<file path="config.mk">
export PLATFORM = sky130hd
export DESIGN_NAME = intr_accept_arb
export DESIGN_NICKNAME = d
export VERILOG_FILES = /design/src/rtl/intr_arb_pkg.sv /design/src/rtl/hi_bit_find.sv /design/src/rtl/special_slot.sv /design/src/rtl/intr_accept_arb.sv
export SDC_FILE = /design/constraint.sdc
export NUM_CORES = 2
export LEC_CHECK = 0
export ABC_AREA = 1
export BUFFER_PORTS_ARGS = -buffer_cell sky130_fd_sc_hd__clkbuf_2
export CORE_AREA = 5 5 276 278
export CTS_CLUSTER_DIAMETER = 50
export CTS_CLUSTER_SIZE = 30
export DETAILED_ROUTE_END_ITERATION = 10
export DIE_AREA = 0 0 281 283
export PLACE_DENSITY = 0.87
export SLEW_MARGIN = 10
export SYNTH_ARGS = -nofsm -noshare
export SYNTH_HDL_FRONTEND = slang
export SYNTH_SLANG_ARGS = --single-unit
</file>
<file path="constraint.sdc">
create_clock -name clk -period 15.3 [get_ports clk]
set_input_delay 3.06 -clock clk [delete_from_list [all_inputs] [get_ports clk]]
set_output_delay 3.06 -clock clk [all_outputs]
set_load 0.02 [all_outputs]
</file>
<file path="src/rtl/intr_arb_pkg.sv">
package intr_arb_pkg;
  localparam int VEC_W   = 8;
  localparam int NVEC    = 1 << VEC_W;
  localparam int NSLOT   = 4;

  localparam logic [2:0] MODE_FIXED  = 3'd0;
  localparam logic [2:0] MODE_LOWEST = 3'd1;
  localparam logic [2:0] MODE_SMI    = 3'd2;
  localparam logic [2:0] MODE_NMI    = 3'd4;
  localparam logic [2:0] MODE_INIT   = 3'd5;
  localparam logic [2:0] MODE_EXT    = 3'd7;

  // slot index order is the service order
  localparam logic [2:0] SLOT_CODE [NSLOT] = '{MODE_SMI, MODE_NMI, MODE_INIT, MODE_EXT};
  localparam int UNMASK_SLOTS = 3;
endpackage

</file>
<file path="src/rtl/hi_bit_find.sv">
module hi_bit_find #(
  parameter int N = 256,
  localparam int W = $clog2(N)
) (
  input  logic [N-1:0] bits_i,
  output logic [W-1:0] idx_o,
  output logic         any_o
);
  always_comb begin
    idx_o = '0;
    any_o = 1'b0;
    for (int i = 0; i < N; i++) begin
      if (bits_i[i]) begin
        idx_o = W'(i);
        any_o = 1'b1;
      end
    end
  end
endmodule

</file>
<file path="src/rtl/special_slot.sv">
module special_slot #(
  parameter int VW = 8
) (
  input  logic          clk,
  input  logic          rst_n,
  input  logic          set_i,
  input  logic          clr_i,
  input  logic [VW-1:0] vec_i,
  output logic          pend_o,
  output logic [VW-1:0] vec_o
);
  always_ff @(posedge clk or negedge rst_n) begin
    if (!rst_n) begin
      pend_o <= 1'b0;
      vec_o  <= '0;
    end else if (clr_i) begin
      pend_o <= 1'b0;
    end else if (set_i && !pend_o) begin
      pend_o <= 1'b1;
      vec_o  <= vec_i;
    end
  end
endmodule

</file>
<file path="src/rtl/intr_accept_arb.sv">
module intr_accept_arb
  import intr_arb_pkg::*;
#(
  parameter int DEST_W = 8,
  localparam int ID_W = $clog2(DEST_W)
) (
  input  logic              clk,
  input  logic              rst_n,
  input  logic [ID_W-1:0]   local_id,
  input  logic              msg_valid,
  output logic              msg_ready,
  input  logic [2:0]        msg_mode,
  input  logic [VEC_W-1:0]  msg_vector,
  input  logic              msg_level,
  input  logic              msg_logical,
  input  logic [DEST_W-1:0] msg_dest,
  input  logic [VEC_W-1:0]  tpr,
  input  logic              intr_en,
  output logic              irq,
  input  logic              ack,
  output logic [2:0]        out_kind,
  output logic [VEC_W-1:0]  out_vector,
  output logic              out_level,
  input  logic              eoi
);
  logic [NVEC-1:0] irr_q, isr_q, tmr_q;
  logic [VEC_W-1:0] irr_idx, isr_idx;
  logic irr_any, isr_any;
  logic dest_hit, accept, is_vec, vec_ok, take, win_is_vec;
  logic [NSLOT-1:0] pend, slot_set, slot_clr;
  logic [VEC_W-1:0] slot_vec [NSLOT];
  logic [1:0] win_slot;

  assign msg_ready = rst_n;
  assign dest_hit  = msg_logical ? msg_dest[local_id] : (msg_dest == DEST_W'(local_id));
  assign accept    = msg_valid && msg_ready && dest_hit;
  assign is_vec    = (msg_mode == MODE_FIXED) || (msg_mode == MODE_LOWEST);

  hi_bit_find #(.N(NVEC)) u_irr_find (.bits_i(irr_q), .idx_o(irr_idx), .any_o(irr_any));
  hi_bit_find #(.N(NVEC)) u_isr_find (.bits_i(isr_q), .idx_o(isr_idx), .any_o(isr_any));

  genvar g;
  generate
    for (g = 0; g < NSLOT; g++) begin : g_slot
      assign slot_set[g] = accept && (msg_mode == SLOT_CODE[g]);
      assign slot_clr[g] = take && !win_is_vec && (win_slot == 2'(g));
      special_slot #(.VW(VEC_W)) u_slot (
        .clk(clk), .rst_n(rst_n), .set_i(slot_set[g]), .clr_i(slot_clr[g]),
        .vec_i(msg_vector), .pend_o(pend[g]), .vec_o(slot_vec[g]));
    end
  endgenerate

  assign vec_ok = irr_any && (!isr_any || (irr_idx > isr_idx)) &&
                  (irr_idx[VEC_W-1:VEC_W-4] > tpr[VEC_W-1:VEC_W-4]);
  assign irq = (|pend[UNMASK_SLOTS-1:0]) || (intr_en && (pend[NSLOT-1] || vec_ok));
  assign take = irq && ack;

  always_comb begin
    win_is_vec = 1'b1;
    win_slot   = '0;
    for (int i = NSLOT - 1; i >= 0; i--) begin
      if (pend[i]) begin
        win_is_vec = 1'b0;
        win_slot   = 2'(i);
      end
    end
  end

  assign out_kind   = win_is_vec ? MODE_FIXED : SLOT_CODE[win_slot];
  assign out_vector = win_is_vec ? irr_idx : slot_vec[win_slot];
  assign out_level  = win_is_vec && tmr_q[irr_idx];

  always_ff @(posedge clk or negedge rst_n) begin
    if (!rst_n) begin
      irr_q <= '0;
      isr_q <= '0;
      tmr_q <= '0;
    end else begin
      if (take && win_is_vec) begin
        irr_q[irr_idx] <= 1'b0;
        isr_q[irr_idx] <= 1'b1;
      end
      if (eoi && isr_any) isr_q[isr_idx] <= 1'b0;
      if (accept && is_vec) begin
        irr_q[msg_vector] <= 1'b1;
        tmr_q[msg_vector] <= msg_level;
      end
    end
  end
endmodule

</file>
# Word level (Yosys, flattened, before mapping)
# Index checks and enable logic that the tools add are counted.
totals:
  regBits: 804
  out_inout_bits: 14
classes:
  magnitude_cmp: 10
  eq_ne: 9
  mux: 1062
  bitwise_logic: 11
  n_reduce_logical: 47
ops:
  columns: ["operator", "n"]
  rows:
  - ["$mux 8", 259]
  - ["$mux 256", 4]
  - ["$mux 7", 128]
  - ["$mux 1", 532]
  - ["$and 256x256->256", 2]
  - ["$not 256->256", 2]
  - ["$or 256x256->256", 2]
  - ["$mux 6", 64]
  - ["$bwmux 256", 1]
  - ["$mux 5", 32]
  - ["$mux 4", 16]
  - ["$mux 3", 11]
  - ["$lt 8x9->1 const B", 3]
  - ["$logic_and 1x1->1", 26]
  - ["$demux 1 s8", 3]
  - ["$ge 8x1->1 const B", 3]
  - ["$bmux 8 s2", 1]
  - ["$mux 2", 8]
  - ["$eq 3x3->1 const B", 3]
  - ["$bmux 1 s8", 1]
  - ["$eq 8x3->1", 1]
  - ["$gt 8x8->1", 1]
  - ["$reduce_and 2->1", 4]
  - ["$reduce_bool 2->1", 4]
  - ["16 further kinds", 28]

# Logic depth before layout (Yosys ltp)
depth:
  word_depth: 268
  ltp_mapped: 273
  depth_no_buf: 272

# Modules after synthesis
# Synthesis repeated with hierarchy kept, for this count alone.
unflattened:
  cells_unflattened: 6710
  hier_area_um2: 45262.2
modules_own_cells:
  columns: ["mod", "instances", "cells_per_inst", "area_per_inst_um2", "seq_area_each_um2"]
  rows:
  - ["intr_accept_arb", 1, 4632, 35790.6, 19218.4]
  - ["hi_bit_find", 2, 963, 4015.1, 0.0]
  - ["special_slot", 4, 38, 360.3, 225.2]

# Worst setup path before layout
# OpenSTA, ideal clock, no wires.
synth_path:
  path_kind: "register -> output"
  startpoint: "register isr_q[1]"
  endpoint: "output irq"
  arrival_time_ps: 12596
  required_time_ps: 12240
  slack_ps: -356
  stages_incl_launch_ff: 255
  n_path_buf: 0
  path_cell_list: "dfrtp_1 inv_1 o21ai_1 a21oi_1 o21ai_1 a21oi_1 o21ai_1 a21oi_1 nor2_1 nor2_1 o21ai_1 a21oi_1 o21ai_1 a21oi_1 nor2_1 nor2_1 nor2_1 nor2_1 (+219 left out) nand2_1 nand2_1 nand2_1 nand2_1 nand2_1 nand2_1 nand2_1 nand2_1 ha_1 nor2_1 nor2_1 o21ai_0 a21oi_1 o21ai_0 o41ai_1 a211oi_1 o21ai_0 nand3_1"
synth_between:
  elab_chain_cells: 262
  elab_cells_between_ends: 518
  cone_classes: "order compare: 1; mux: 510; reduce/logical: 7"
synth_rtl:
  columns: ["element", "line", "rtl"]
  rows:
  - ["start, declared", "intr_accept_arb.sv:26", "logic [NVEC-1:0] irr_q, isr_q, tmr_q;"]
  - ["start signal, assigned", "intr_accept_arb.sv:76", "isr_q <= '0;"]
  - ["start signal, assigned by index", "intr_accept_arb.sv:81", "isr_q[irr_idx] <= 1'b1;"]
  - ["start signal, assigned by index", "intr_accept_arb.sv:83", "if (eoi && isr_any) isr_q[isr_idx] <= 1'b0;"]
  - ["$mux 1", "hi_bit_find.sv:13", "if (bits_i[i]) begin"]
  - ["$mux 2 or $mux 1 (tied branches) (2 in series)", "hi_bit_find.sv:13", null]
  - ["$mux 3 or $mux 1 (tied branches) (4 in series)", "hi_bit_find.sv:13", null]
  - ["$mux 4 or $mux 1 (tied branches) (8 in series)", "hi_bit_find.sv:13", null]
  - ["$mux 5 or $mux 1 (tied branches) (16 in series)", "hi_bit_find.sv:13", null]
  - ["$mux 6 or $mux 1 (tied branches) (32 in series)", "hi_bit_find.sv:13", null]
  - ["$mux 7 or $mux 1 (tied branches) (64 in series)", "hi_bit_find.sv:13", null]
  - ["$mux 8 or $mux 1 (tied branches) (128 in series)", "hi_bit_find.sv:13", null]
  - ["$gt 8x8->1 or $logic_not 1->1 (tied branches)", "intr_accept_arb.sv:53", "assign vec_ok = irr_any && (!isr_any || (irr_idx > isr_idx)) &&"]
  - ["$logic_or 1x1->1 *", "intr_accept_arb.sv:53", null]
  - ["$logic_and 1x1->1 * (2 in series)", "intr_accept_arb.sv:53", null]
  - ["$logic_or 1x1->1 *", "intr_accept_arb.sv:55", "assign irq = (|pend[UNMASK_SLOTS-1:0]) || (intr_en && (pend[NSLOT-1] || vec_ok));"]
  - ["$logic_and 1x1->1 *", "intr_accept_arb.sv:55", null]
  - ["$logic_or 1x1->1 *", "intr_accept_arb.sv:55", null]
  - ["end, declared", "intr_accept_arb.sv:19", "output logic irq,"]
# Mark *: on every way between the ends. The rest lies on a longest branch, timed or not.

# Worst setup path after layout
layout_path:
  startpoint: "register irr_q[2]"
  endpoint: "output out_level"
layout_between:
  elab_chain_cells: 257
layout_rtl:
  columns: ["element", "line", "rtl"]
  rows:
  - ["start, declared", "intr_accept_arb.sv:26", null]
  - ["start signal, assigned", "intr_accept_arb.sv:75", "irr_q <= '0;"]
  - ["start signal, assigned by index", "intr_accept_arb.sv:80", "irr_q[irr_idx] <= 1'b0;"]
  - ["start signal, assigned by index", "intr_accept_arb.sv:85", "irr_q[msg_vector] <= 1'b1;"]
  - ["$mux 2 (2 in series)", "hi_bit_find.sv:13", null]
  - ["$mux 3 (4 in series)", "hi_bit_find.sv:13", null]
  - ["$mux 4 (8 in series)", "hi_bit_find.sv:13", null]
  - ["$mux 5 (16 in series)", "hi_bit_find.sv:13", null]
  - ["$mux 6 (32 in series)", "hi_bit_find.sv:13", null]
  - ["$mux 7 (64 in series)", "hi_bit_find.sv:13", null]
  - ["$mux 8 (128 in series)", "hi_bit_find.sv:13", null]
  - ["$bmux 1 s8", "intr_accept_arb.sv:71", "assign out_level = win_is_vec && tmr_q[irr_idx];"]
  - ["$mux 1 (implied by the code)", "intr_accept_arb.sv:71", null]
  - ["$logic_and 1x1->1", "intr_accept_arb.sv:71", null]
  - ["end, declared", "intr_accept_arb.sv:23", "output logic out_level,"]
# Every way passes these cells. The select of a mux whose other input is x is not followed.

==> results.toml <==
[status]
status = "complete, but fails checks"
violations = "negative setup slack"

[setup_path]
crit_type = "register to primary output"
required_ns = 12.24
start_kind = "register"
ff2ff_path_depth = 269
crit_slowest_cell = "dfrtp_1"
cp_max_fo = 22
max_stage_delay_ns = 0.39
worst_ep_arrival_time_ns = 16.13
end_kind = "primary output"
cp_common_cell = "nand2_1"

[worst_hold_path]
hp-class = "register to register"
holdPathStages = 2

[synth]
syn_inst = 5893
ys_async_sr_fraction_pct = 100.0
yosys_warnings = 0
synth-edff-count = 0
synth.distinct_cells = 43
netlist_area_um2 = 42250
synth_ff_type = "dfrtp_1"
synth-seq-cells = 804
syn_nets = 5946
synth.avg_cell_area_um2 = 7.170
yosysSeqAreaShare_pct = 47.62

[die]
fp.dieH_um = 283
pin_count = 52
start_util_pct = 57.33
row_count = 100
core-area_um2 = 73700
die_x_um = 281
dieArea_um2 = 79520

[power_and_ir_drop]
p_comb_share_pct = 45.0
p_sw_share_pct = 46.13
p_clk_share_pct = 25.6
p_sw_w = 0.003659
power.leakage_nw = 25.44
ir_drop_v = 0.0002038
seqPwrFrac_pct = 29.4
p_int_w = 0.004273
p_per_area_nw_per_um2 = 161.9

[sta]
maxClockFrequency_mhz = 52.12
rsz0062_at_grt = "yes"
tightest_slew_ns = 1.438
period_needed_ns = 19.19
drv_slew = 0
period_share_pct = 125.4
skew_ns = 0.03661
relSlewSlack_pct = 3.748
setup_viol = 543
hold_viol_final = 0
setup_ws_ns = -3.887

[layout]
multi_input_area_um2 = 19070
fin_nets = 6130
layoutNonFillerInstCount = 7117
final_common_cell = "nand2_1"
layout.area.seq_um2 = 20120
n_fill_cell = 5753
layout-drive-gt1-share_pct = 11.25
area_growth_pct = 15.96
design_area_um2 = 48990
mostFrequentLayoutCells = "nand2_1, dfrtp_1, inv_1"

[grt]
overflow = 0
antenna_found_initial = 6
grt_pass1_wl_um = 235200
grt_pass1_vias = 41430
grt_max_degree = 180
track_usage_pct = 38.02

[clock_network]
path_clk_slew_ns = 0.07
h-tree-depth = 3
insertion_delay_ns = 0.67
cts-root-buf = "clkbuf_16"
cts_tree = "done"
cts.sinks = 804
cts_buffers = 78
clk_path_buf_depth = 3

[drt]
ant_nets = 0
initialDrtViolationCount = 6984
vias = 43460
first_pass_iters = 7
routed_wl_um = 157500
drcViolationCount = 0
avgRoutedWirePerCell_um = 22.13
avgViaCountPerCell = 6.107

[place]
place.gp.congestion = 0.9941
io_buffers = 47
pre_cts_ws_ns = -2.817
placedCellCount = 6939
hpwlAfterDp_um = 95810
placed_area_um2 = 45180

[run]
maxCapViolCount = 0
==> cell families after synthesis <==
kind of cell	count (synthesis)	synth area share, %
buf+inv	1013	9.121
flops	804	47.62
simple gates	2839	27.14
compound gates	1221	15.66
fa+ha+maj	15	0.4442
xor+xnor	1	0.02073
==> layer usage <==
layer | vias up | track usage, % | part of all wire, %
met4 | 2 | 26.97 | 9.8
met1 | 19980 | 47.75 | 34
li1 | 19000 | - | -
met2 | 3388 | 55.50 | 42
met3 | 1088 | 12.25 | 15
met5 | - | 0 | 0.0083
==> power groups by stage <==
stage / Clock (W) / Combinational (W) / Sequential, W
global placement: 0 / 0.00304 / 0.00236
finish: 0.00203 / 0.00357 / 0.00233
floorplan: 0 / 0.00166 / 0.00235
detailed placement: 0 / 0.00309 / 0.00236
global route: 0.00212 / 0.00364 / 0.00234
CTS: 0.00203 / 0.00319 / 0.00233
==> synth_stat cells, types with 2 or more instances <==
cell type | count | share of area, %
nand2_2 | 2 | 0.030
nor3_1 | 24 | 0.28
inv_2 | 10 | 0.089
a21boi_0 | 86 | 1.5
a31oi_1 | 17 | 0.25
o21ai_1 | 68 | 0.81
a21oi_1 | 286 | 3.4
nor2_2 | 5 | 0.074
a21boi_1 | 47 | 0.84
o32ai_1 | 7 | 0.15
o211ai_1 | 4 | 0.071
a211oi_1 | 2 | 0.036
nor2_4 | 5 | 0.13
dfrtp_1 | 804 | 48
nand3_1 | 113 | 1.3
clkinv_1 | 5 | 0.044
nand4_1 | 68 | 1.0
or2_2 | 5 | 0.074
inv_1 | 772 | 6.9
buf_4 | 3 | 0.053
nor2_1 | 565 | 5.0
ha_1 | 15 | 0.44
o311ai_0 | 2 | 0.041
o31ai_1 | 5 | 0.089
buf_2 | 26 | 0.31
nor4_1 | 15 | 0.22
nand2_1 | 1941 | 17
buf_1 | 9 | 0.080
clkbuf_1 | 187 | 1.7
nand3b_1 | 94 | 1.7
o21ai_0 | 667 | 7.9
o21bai_1 | 23 | 0.41
==> final timing paths <==
check / end / startpoint / slack (ns)
setup / recovery: out_level / irr_q[2] / -3.89
hold / removal: tmr_q[59] / tmr_q[59] / 0.48
setup reg to reg: isr_q[133] / isr_q[3] / -1.86
hold reg to reg: tmr_q[59] / tmr_q[59] / 0.48
max in group asynchronous: tmr_q[70] / rst_n / 9.16
min in group asynchronous: tmr_q[251] / rst_n / 2.31
==> layout make-up <==
type                       instances  share of cell area, %
timing repair buffer             330                  5.963
tap                              969                  2.475
sequential                       804                  41.07
antenna                            6                0.03065
inverter                         787                  6.083
multi-input combinational       4076                  38.93
clock inverter                    56                  1.282
clock buffer                      89                  4.170
==> worst max-delay path, delay by kind of cell, from the launching register on <==
kind | cells | cell delay (ns)
simple gates | 264 | 14.50
buf+inv | 3 | 0.47
flops | 1 | 0.39
==> sequential cells by signal, summed over array words and instances (netlist names) <==
signal                cells
g_slot.u_slot.pend_o      4
g_slot.u_slot.vec_o      32
irr_q                   256
isr_q                   256
tmr_q                   256
==> through the flow <==
step | TNS [ns] | hold slack (ns) | util (%) | power (W)
3_5_place_dp | -554.08 | 0.4643 | 61.31 | 0.005453
5_1_grt | -2133.49 | 0.4997 | 66.46 | 0.008105
4_1_cts | -648.19 | 0.4825 | 65.14 | 0.007549
3_3_place_gp | -522.99 | 0.4571 | 61.31 | 0.005400
2_1_floorplan | -0.2620 | 0.4444 | - | 0.004002
6_report | -870.19 | 0.4818 | 66.48 | 0.007932
==> what timing repair did <==
item,in CTS,in global routing
cloned,1,4
pin swaps,6,48
gates resized for setup,32,353
buffers inserted,5,19
hold buffers,0,0
setup endpoints to repair,543,543
Note: power is estimated with default switching activity, not from simulation.
